## config.mk

```make
export PLATFORM = sky130hd
export DESIGN_NAME = dir_entry_ctrl
export DESIGN_NICKNAME = d
export VERILOG_FILES = /design/src/rtl/dir_pkg.sv /design/src/rtl/dir_popcnt.sv /design/src/rtl/dir_onehot.sv /design/src/rtl/dir_entry_ctrl.sv
export SDC_FILE = /design/constraint.sdc
export NUM_CORES = 1
export LEC_CHECK = 0
export ABC_CLOCK_PERIOD_IN_PS = 6300
export CAP_MARGIN = 30
export CORE_MARGIN = 3
export CORE_UTILIZATION = 55
export CTS_BUF_LIST = sky130_fd_sc_hd__clkbuf_4 sky130_fd_sc_hd__clkbuf_8
export DETAILED_ROUTE_END_ITERATION = 10
export GPL_TIMING_DRIVEN = 0
export HOLD_SLACK_MARGIN = 0.02
export PLACE_DENSITY = 0.9
export SYNTH_ARGS = -nofsm -noshare
export SYNTH_HDL_FRONTEND = slang
export SYNTH_HIERARCHICAL = 1
export SYNTH_SLANG_ARGS = --single-unit
```

## constraint.sdc

```tcl
create_clock -name clk -period 6.3 [get_ports clk]
set_clock_uncertainty 0.15 [all_clocks]
set_input_delay 1.26 -clock clk [delete_from_list [all_inputs] [get_ports clk]]
set_output_delay 1.26 -clock clk [all_outputs]
set_load 0.03 [all_outputs]
```

## src/rtl/dir_pkg.sv

```systemverilog
package dir_pkg;

    typedef enum logic [2:0] {
        S_EMPTY  = 3'd0,
        S_DRAIN  = 3'd1,
        S_SHARED = 3'd2,
        S_OWNED  = 3'd3,
        S_RDWAIT = 3'd4,
        S_WRWAIT = 3'd5,
        S_PURGE  = 3'd6
    } dstate_e;

    typedef struct packed {
        logic gnt;
        logic excl;
        logic nack;
        logic up;
        logic upw;
        logic pdone;
        logic pnack;
    } evt_t;

    function automatic logic is_busy(dstate_e s);
        return (s == S_DRAIN) || (s == S_RDWAIT) || (s == S_WRWAIT) || (s == S_PURGE);
    endfunction

endpackage

```

## src/rtl/dir_popcnt.sv

```systemverilog
module dir_popcnt #(
    parameter int W  = 4,
    parameter int CW = $clog2(W + 1)
) (
    input  logic [W-1:0]  vec,
    output logic [CW-1:0] cnt
);
    always_comb begin
        cnt = '0;
        for (int i = 0; i < W; i++) begin
            cnt = cnt + CW'(vec[i]);
        end
    end
endmodule

```

## src/rtl/dir_onehot.sv

```systemverilog
module dir_onehot #(
    parameter int W   = 4,
    parameter int IDW = $clog2(W)
) (
    input  logic [IDW-1:0] idx,
    output logic [W-1:0]   oh
);
    for (genvar g = 0; g < W; g++) begin : g_bit
        assign oh[g] = (idx == IDW'(g));
    end
endmodule

```

## src/rtl/dir_entry_ctrl.sv

```systemverilog
module dir_entry_ctrl
    import dir_pkg::*;
#(
    parameter int NDESC = 4,
    parameter int TAGW  = 8,
    localparam int IDW  = $clog2(NDESC),
    localparam int CW   = $clog2(NDESC + 1)
) (
    input  logic             clk,
    input  logic             rst,
    input  logic             dreq_valid,
    input  logic             dreq_write,
    input  logic [IDW-1:0]   dreq_src,
    input  logic [TAGW-1:0]  dreq_tag,
    input  logic             dack_valid,
    input  logic             prep_valid,
    input  logic             pinv_valid,
    output logic             gnt_o,
    output logic [IDW-1:0]   gnt_dst_o,
    output logic             gnt_excl_o,
    output logic             dnack_o,
    output logic             up_o,
    output logic             up_write_o,
    output logic [NDESC-1:0] dinv_o,
    output logic             pdone_o,
    output logic             pnack_o,
    output logic [2:0]       state_o,
    output logic [NDESC-1:0] pres_o,
    output logic             dirty_o,
    output logic             trans_o,
    output logic             invf_o,
    output logic [CW-1:0]    ackcnt_o,
    output logic [TAGW-1:0]  tag_o
);

    dstate_e          state_q, state_d;
    logic [NDESC-1:0] pres_q, pres_d;
    logic             dirty_q, dirty_d, trans_q, trans_d, invf_q, invf_d;
    logic [CW-1:0]    ackcnt_q, ackcnt_d;
    logic [TAGW-1:0]  tag_q, tag_d;
    logic [IDW-1:0]   pend_q, pend_d;
    logic             pendw_q, pendw_d;

    evt_t             evt_q, evt_d;
    logic [IDW-1:0]   gdst_q, gdst_d;
    logic [NDESC-1:0] dinv_q, dinv_d;

    logic [NDESC-1:0] src_bit, pend_bit, others;
    logic [CW-1:0]    others_cnt, pres_cnt;

    assign others = pres_q & ~src_bit;

    dir_onehot #(.W(NDESC), .IDW(IDW)) u_src_dec  (.idx(dreq_src), .oh(src_bit));
    dir_onehot #(.W(NDESC), .IDW(IDW)) u_pend_dec (.idx(pend_q),   .oh(pend_bit));
    dir_popcnt #(.W(NDESC), .CW(CW))   u_oth_cnt  (.vec(others),   .cnt(others_cnt));
    dir_popcnt #(.W(NDESC), .CW(CW))   u_pres_cnt (.vec(pres_q),   .cnt(pres_cnt));

    always_comb begin
        state_d  = state_q;
        pres_d   = pres_q;
        dirty_d  = dirty_q;
        trans_d  = trans_q;
        invf_d   = invf_q;
        ackcnt_d = ackcnt_q;
        tag_d    = tag_q;
        pend_d   = pend_q;
        pendw_d  = pendw_q;
        evt_d    = '0;
        gdst_d   = '0;
        dinv_d   = '0;

        if (is_busy(state_q)) begin
            evt_d.nack  = dreq_valid;
            evt_d.pnack = pinv_valid;
            case (state_q)
                S_RDWAIT, S_WRWAIT: begin
                    if (prep_valid) begin
                        state_d   = (state_q == S_WRWAIT) ? S_OWNED : S_SHARED;
                        trans_d   = 1'b0;
                        evt_d.gnt = 1'b1;
                        evt_d.excl = pendw_q;
                        gdst_d    = pend_q;
                    end
                end
                S_DRAIN: begin
                    if (dack_valid) begin
                        if (ackcnt_q == CW'(1)) begin
                            state_d    = pendw_q ? S_OWNED : S_SHARED;
                            pres_d     = pend_bit;
                            dirty_d    = pendw_q;
                            evt_d.gnt  = 1'b1;
                            evt_d.excl = pendw_q;
                            gdst_d     = pend_q;
                        end
                        ackcnt_d = ackcnt_q - CW'(1);
                    end
                end
                default: begin
                    if (dack_valid) begin
                        if (ackcnt_q == CW'(1)) begin
                            state_d     = S_EMPTY;
                            trans_d     = 1'b0;
                            invf_d      = 1'b0;
                            evt_d.pdone = 1'b1;
                        end
                        ackcnt_d = ackcnt_q - CW'(1);
                    end
                end
            endcase
        end else if (pinv_valid) begin
            evt_d.nack = dreq_valid;
            if (state_q == S_EMPTY) begin
                evt_d.pdone = 1'b1;
            end else begin
                state_d  = S_PURGE;
                dinv_d   = pres_q;
                ackcnt_d = pres_cnt;
                pres_d   = '0;
                dirty_d  = 1'b0;
                trans_d  = 1'b1;
                invf_d   = 1'b1;
            end
        end else if (dreq_valid) begin
            case (state_q)
                S_EMPTY: begin
                    state_d   = dreq_write ? S_WRWAIT : S_RDWAIT;
                    pres_d    = src_bit;
                    dirty_d   = dreq_write;
                    trans_d   = 1'b1;
                    tag_d     = dreq_tag;
                    pend_d    = dreq_src;
                    pendw_d   = dreq_write;
                    evt_d.up  = 1'b1;
                    evt_d.upw = dreq_write;
                end
                S_SHARED: begin
                    if (!dreq_write) begin
                        pres_d    = pres_q | src_bit;
                        evt_d.gnt = 1'b1;
                        gdst_d    = dreq_src;
                    end else if (others == '0) begin
                        state_d    = S_OWNED;
                        pres_d     = src_bit;
                        dirty_d    = 1'b1;
                        evt_d.gnt  = 1'b1;
                        evt_d.excl = 1'b1;
                        gdst_d     = dreq_src;
                    end else begin
                        state_d  = S_DRAIN;
                        dinv_d   = others;
                        ackcnt_d = others_cnt;
                        pres_d   = '0;
                        pend_d   = dreq_src;
                        pendw_d  = 1'b1;
                    end
                end
                default: begin
                    if ((pres_q & src_bit) != '0) begin
                        evt_d.gnt  = 1'b1;
                        evt_d.excl = 1'b1;
                        gdst_d     = dreq_src;
                    end else begin
                        state_d  = S_DRAIN;
                        dinv_d   = pres_q;
                        ackcnt_d = pres_cnt;
                        pres_d   = '0;
                        dirty_d  = 1'b0;
                        pend_d   = dreq_src;
                        pendw_d  = dreq_write;
                    end
                end
            endcase
        end
    end

    always_ff @(posedge clk) begin
        if (rst) begin
            state_q  <= S_EMPTY;
            pres_q   <= '0;
            dirty_q  <= 1'b0;
            trans_q  <= 1'b0;
            invf_q   <= 1'b0;
            ackcnt_q <= '0;
            tag_q    <= '0;
            pend_q   <= '0;
            pendw_q  <= 1'b0;
            evt_q    <= '0;
            gdst_q   <= '0;
            dinv_q   <= '0;
        end else begin
            state_q  <= state_d;
            pres_q   <= pres_d;
            dirty_q  <= dirty_d;
            trans_q  <= trans_d;
            invf_q   <= invf_d;
            ackcnt_q <= ackcnt_d;
            tag_q    <= tag_d;
            pend_q   <= pend_d;
            pendw_q  <= pendw_d;
            evt_q    <= evt_d;
            gdst_q   <= gdst_d;
            dinv_q   <= dinv_d;
        end
    end

    assign gnt_o      = evt_q.gnt;
    assign gnt_dst_o  = gdst_q;
    assign gnt_excl_o = evt_q.excl;
    assign dnack_o    = evt_q.nack;
    assign up_o       = evt_q.up;
    assign up_write_o = evt_q.upw;
    assign dinv_o     = dinv_q;
    assign pdone_o    = evt_q.pdone;
    assign pnack_o    = evt_q.pnack;
    assign state_o    = state_q;
    assign pres_o     = pres_q;
    assign dirty_o    = dirty_q;
    assign trans_o    = trans_q;
    assign invf_o     = invf_q;
    assign ackcnt_o   = ackcnt_q;
    assign tag_o      = tag_q;

    // busy entry refuses descendant requests
    p_nack_busy_r9: assert property (@(posedge clk) disable iff (rst)
        (dreq_valid && is_busy(state_q)) |=> dnack_o);

    // parent invalidation wins a same-cycle collision
    p_pinv_prio_r10: assert property (@(posedge clk) disable iff (rst)
        (pinv_valid && dreq_valid) |=> dnack_o);

    // each acknowledgement in drain lowers the counter by one
    p_drain_dec_r7: assert property (@(posedge clk) disable iff (rst)
        (state_q == S_DRAIN && dack_valid && ackcnt_q > CW'(1))
        |=> (state_q == S_DRAIN) && (ackcnt_q == CW'($past(ackcnt_q) - CW'(1))));

    // purge loads the counter with the number of holders
    p_purge_load_r8: assert property (@(posedge clk) disable iff (rst)
        ((state_q == S_SHARED || state_q == S_OWNED) && pinv_valid)
        |=> (state_q == S_PURGE) && (ackcnt_q == CW'($countones($past(pres_q)))));

    // parent reply completes a pending read
    p_reply_r3: assert property (@(posedge clk) disable iff (rst)
        (state_q == S_RDWAIT && prep_valid) |=> (state_q == S_SHARED) && gnt_o);

    // owned has exactly one holder; empty, drain and purge have none
    p_owned_one_r12: assert property (@(posedge clk) disable iff (rst)
        (state_q == S_OWNED) |-> $onehot(pres_q));
    p_nopres_r12: assert property (@(posedge clk) disable iff (rst)
        (state_q == S_EMPTY || state_q == S_DRAIN || state_q == S_PURGE) |-> (pres_q == '0));
    p_trans_r12: assert property (@(posedge clk) disable iff (rst)
        trans_q |-> (state_q == S_RDWAIT || state_q == S_WRWAIT || state_q == S_PURGE));

endmodule

```

### Word level (Yosys, flattened, before mapping)

Index checks and enable logic that the tools add are counted.

* word-level logic and storage cells: 198
* output and inout port bits: 34
* bits in registers: 37
* input port bits: 17

* eq/ne operators: 33
* $add $sub $neg: 7
* reductions and logical operators: 25
* bitwise logic cells: 8
* mux-type cells: 107

Operator list (count)
* 4-bit two-way mux: 16
* 3-bit two-way mux: 21
* 2-bit two-way mux: 21
* 1-bit two-way mux: 36
* 2-bit one-hot mux with 2 select lines: 5
* 3-bit one-hot mux with 2 select lines: 3
* 2-bit != test, second input constant: 8
* 4-bit one-hot mux with 2 select lines: 2
* 7-bit AND reduction: 2
* 3-bit by 1-bit adder with 3-bit output: 4
* 4-bit != test, second input constant: 3
* 6-bit AND reduction: 2
* 3-bit equality test, second input constant: 3
* 3-bit by 2-bit != test with 1-bit output, second input constant: 3
* 3-bit != test, second input constant: 3
* 9-bit AND reduction: 1
* 4-bit bitwise AND: 2
* 2-bit equality test, second input constant: 4
* 8-bit AND reduction: 1
* 3-bit by 1-bit equality test with 1-bit output, second input constant: 2
* 1-bit one-hot mux with 2 select lines: 3
* 3-bit nonzero test: 2
* 2-bit OR reduction: 3
* 5-bit by 4-bit != test with 1-bit output, second input constant: 1
* 21 further kinds: 29

### Logic depth before layout (Yosys ltp)

* depth in word-level cells: 12
* depth in mapped cells: 9
* gate-level depth less buffers: 9

### Cells and area by module

The synthesis kept the hierarchy.

Modules (own cells, without submodules)
* dir_entry_ctrl: sequential area each 740.7 um^2, cells an instance 277, instances 1, area an instance 2192.1 um^2
* dir_popcnt: sequential area each 0.0 um^2, cells an instance 3, instances 2, area an instance 45.0 um^2
* dir_onehot: sequential area each 0.0 um^2, cells an instance 4, instances 2, area an instance 26.3 um^2

### Worst setup path after synthesis

No wires, ideal clock.

* path kind: input-to-reg
* start: input dreq_src[1]
* end: register ackcnt_q[1] (netlist: ackcnt_o[1])
* cell stages on the path: 9
* arrival: 3.041 ns
* setup time: 0.128 ns
* path slack: 2.981 ns
* data required time: 6.022 ns
* path buffers: 0
* cells stage by stage: and2b_2 > and2b_4 > ha_1 > fa_1 > ha_1 > mux2i_1 > mux2i_1 > mux2i_1 > nor2_1

* longest elaborated chain between the ends: 12
* elaborated cells on any way between the ends: 21
* those cells by class: add/sub: 3; eq/ne: 5; mux: 6; bitwise: 3; reduce/logical: 4

Ends and longest elaborated chain
* start: declaration: line dir_entry_ctrl.sv:13 `input logic [IDW-1:0] dreq_src,`
* 2-bit by 1-bit equality test with 1-bit output: line dir_onehot.sv:9 `assign oh[g] = (idx == IDW'(g));`
* 4-bit NOT: line dir_entry_ctrl.sv:51 `assign others = pres_q & ~src_bit;`
* 4-bit bitwise AND: line dir_entry_ctrl.sv:51
* net others[1]: line dir_entry_ctrl.sv:48 `logic [NDESC-1:0] src_bit, pend_bit, others;`
* 1-bit by 1-bit adder with 2-bit output: line dir_popcnt.sv:11 `cnt = cnt + CW'(vec[i]);`
* 3-bit by 1-bit adder with 3-bit output (2 in a row): line dir_popcnt.sv:11
* net others_cnt[1]: line dir_entry_ctrl.sv:49 `logic [CW-1:0] others_cnt, pres_cnt;`
* 3-bit two-way mux: line dir_entry_ctrl.sv:141 `end else if (others == '0) begin`
* 3-bit two-way mux: line dir_entry_ctrl.sv:137 `if (!dreq_write) begin`
* 3-bit one-hot mux with 2 select lines: line dir_entry_ctrl.sv:124 `case (state_q)`
* 3-bit two-way mux: line dir_entry_ctrl.sv:123 `end else if (dreq_valid) begin`
* 3-bit two-way mux: line dir_entry_ctrl.sv:110 `end else if (pinv_valid) begin`
* 3-bit two-way mux: line dir_entry_ctrl.sv:72 `if (is_busy(state_q)) begin`
* end signal: assignment: line dir_entry_ctrl.sv:196 `ackcnt_q <= ackcnt_d;`
* end: declaration: line dir_entry_ctrl.sv:39 `logic [CW-1:0] ackcnt_q, ackcnt_d;`

The timed path passes the listed nets, and every way through them passes these cells. The select of a mux whose other input is x is not followed.
A chain may end at the register's enable or synchronous reset.

### Final worst setup path

* start: input dreq_src[1]
* end: register ackcnt_q[1] (netlist: ackcnt_o[1])

* longest elaborated chain between the ends: 12
* elaborated cells on any way between the ends: 21
* those cells by class: add/sub: 3; eq/ne: 5; mux: 6; bitwise: 3; reduce/logical: 4

Ends and longest elaborated chain (line)
* 2-bit by 1-bit equality test with 1-bit output: dir_onehot.sv:9
* net src_bit[1]: dir_entry_ctrl.sv:48
* 4-bit NOT: dir_entry_ctrl.sv:51
* 4-bit bitwise AND: dir_entry_ctrl.sv:51
* net others[1]: dir_entry_ctrl.sv:48
* 1-bit by 1-bit adder with 2-bit output: dir_popcnt.sv:11
* 3-bit by 1-bit adder with 3-bit output (2 in a row): dir_popcnt.sv:11
* net others_cnt[1]: dir_entry_ctrl.sv:49
* 3-bit two-way mux: dir_entry_ctrl.sv:141
* 3-bit two-way mux: dir_entry_ctrl.sv:137
* 3-bit one-hot mux with 2 select lines: dir_entry_ctrl.sv:124
* 3-bit two-way mux: dir_entry_ctrl.sv:123
* 3-bit two-way mux: dir_entry_ctrl.sv:110
* 3-bit two-way mux: dir_entry_ctrl.sv:72

The timed path passes the listed nets, and every way through them passes these cells. The select of a mux whose other input is x is not followed.

==> impl_metrics.yaml <==
status:
  status: "finished, final reports clean"
pwr:
  ir_drop_uv: 297
  p_per_area_nw_per_um2: 442
  leakagePower_uw: 0.00108
  power.total_uw: 1320
placement:
  place_congestion: 0.969
  place_inst: 391
  dp_hpwl_um: 4790
  post_dp_cell_area_um2: 2900
  dp_slack_ns: 2.26
  numPortBuffers: 50
route:
  via_count: 2414
  via_per_inst: 6.07
  wirelength_um: 6660
  ant_nets: 0
  drtPass1Iterations: 5
  drtIter0Drc: 413
  wire_per_inst_um: 16.7
  drc: 0
clocking:
  cts_tree: "done"
  cts_buffers: 5
  clock_sinks: 37
  holdBufCountCts: 0
  cts_buffer_depth: 2
  clock_latency_ns: 0.30
  post_cts_resized: 0
  root_buffer: "clkbuf_8"
  clk_pin_slew_worst_paths_ns: 0.08
  cts_setup_buffers: 0
  cts_htree_levels: 2
layout:
  area_growth_syn_to_layout_pct: 28.0
  drive_gt1_share_pct: 10.6
  diodes: 0
  fin_cells: 398
  finalInstanceArea_um2: 2990
  fin_nets: 373
  nFillCells: 315
yosys:
  synth_ff_type: "dfxtp_1"
  synth-edff-count: 0
  synth_nets: 316
  syn_area_per_cell_um2: 8.02
  syn_inst: 291
  synthArstFlopShare_pct: 0
  yosysWarnings: 6
  netlist_top_cells_count: "47 x nand2_1, 37 x dfxtp_1, 32 x a21oi_1, 25 x nor2_1, 17 x o21ai_0"
  ys_seq_area_share_pct: 31.7
  yosysMostFrequentCell: "nand2_1"
  ys_seq_elements: 37
  yosys.area.top_type_share_pct: 31.7
  synth.distinct_cells: 63
  ys_top_cells_by_area: "dfxtp_1 32%, nand2_1 7.6%, a21oi_1 6.9%"
  netlist_area_um2: 2330
  synth.largest_area_cell: "dfxtp_1"
global_route:
  grt_first_pass_wirelength_um: 10700
  antenna_found_initial: 0
  grt_pass1_vias: 2218
  grt_max_degree: 12
  grtUsageTotal_pct: 26.6
  grt_overflow: 0
die:
  die-area_um2: 5060
  initial_core_util_pct: 57.5
  die_y_um: 71.2
  coreArea_um2: 4060
  ioPinCount: 51
  row_count: 23
  die_x_um: 71.2
worst_hold_path:
  worstHoldStart: "tag_o[5]$_SDFFE_PP0P_"
  hp-class: "flip-flop to flip-flop"
critical_path:
  crit_fanout: 6
  crit_start: "dreq_src[1]"
  reg2reg_slack_ns: 3.89
  crit_arrival_ns: 3.78
  crit_required_ns: 6.33
  setup.worst_path.end: "ackcnt_o[1]$_SDFFE_PP0P_"
  worst-setup-path-type: "input port to flip-flop"
  r2r-start: "pres_o[1]$_SDFFE_PP0P_"
  reg2reg_to: "ackcnt_o[1]$_SDFFE_PP0P_"
  endpoint_kind: "flip-flop"
  cp-start-kind: "input port"
  worstRegToRegCells: 8
sta:
  finalMaxSlewViolations: 0
  slew_headroom_pct: 63.5
  report.final.hold_viol_count: 0
  setup-tns-final_ns: 0
  layout_setup_ws_ns: 2.55
  rsz0062_at_grt: "no"
  clock.fmax_mhz: 267
  period_share_pct: 59.5
  finalSetupViolCount: 0
  final.min_clock_period_ns: 3.75
  tightest_slew_ns: 0.548
flow_run:
  cap_violations: 0
stage by stage:
step,util (%),hold WS (ns)
floorplan,-,0.319
global placement,71.4,0.292
CTS,73.6,0.306
global route,73.6,0.328
detailed placement,71.4,0.296
finish,73.6,0.308
kinds of logic (layout without fill, tap and decap cells):
family,after synthesis,after routing,share of synthesized area [%]
compound gates,93,93,28.2
flops,37,37,31.7
mux,9,9,3.91
simple gates,119,119,26.7
fa+ha+maj,8,8,4.93
buf+inv,25,82,4.55
layer usage:
metal / wire length, um / track usage [%] / up-vias / share of wire [%]
met4: 155 / 10.4 / 0 / 2.3
met2: 2990 / 40.1 / 140 / 45
li1: - / - / 1158 / -
met1: 2900 / 37.5 / 1099 / 44
met3: 616 / 4.83 / 17 / 9.3
met5: 0 / 0 / - / 0
report_power, final:
part           switching (uW)  total (uW)  internal (uW)
logic                     481         802            320
clock network            85.9         172           86.5
registers                60.3         347            287
worst max-delay path: stages:
cell	delay, ns
clkdlybuf4s50_1	0.56
and2b_2	0.28
and2b_4	0.30
ha_1	0.26
fa_1	0.43
ha_1	0.29
mux2i_1	0.14
mux2i_1	0.08
mux2i_1	0.13
nor2_1	0.05
cell type report:
class	instances	area, um2	share of cell area [%]
Buffer	16	72.6	2.43
Clock buffer	6	82.6	2.76
Clock inverter	1	7.51	0.251
Inverter	9	33.8	1.13
Multi-Input combinational cell	229	1490	49.8
Sequential cell	37	741	24.8
Tap cell	50	62.6	2.09
Timing Repair Buffer	50	500	16.8
cell usage in the layout, fill, tap and decap left out, drive strengths merged, types with 5 or more instances in the layout:
cell type	instances
dfxtp	37
nand2	48
ha	6
and2b	6
nor2	26
clkbuf	15
clkdlybuf4s50	50
nor2b	8
o21ai	17
inv	8
mux2i	8
a21oi	32
o211ai	5
buf	7
a311oi	6
worst min-delay path by stage:
| stage | slack [ns] | cells after the start | end |
|---|---|---|---|
| after floorplan | 0.32 | 2 | gnt_dst_o[1]$_SDFF_PP0_ |
| after global placement | 0.29 | 2 | tag_o[5]$_SDFFE_PP0P_ |
| after detailed placement | 0.30 | 2 | tag_o[7]$_SDFFE_PP0P_ |
| after CTS | 0.31 | 2 | tag_o[7]$_SDFFE_PP0P_ |
| after global routing | 0.33 | 2 | tag_o[0]$_SDFFE_PP0P_ |
| final | 0.31 | 2 | tag_o[5]$_SDFFE_PP0P_ |
state kept, by name, indices dropped and copies added, names as in the netlist, 2 cells and up:
register / cells
ackcnt_o: 3
dinv_o: 4
gnt_dst_o: 2
pend_q: 2
pres_o: 4
state_o: 3
tag_o: 8
Power figures use the tool's default switching activity.
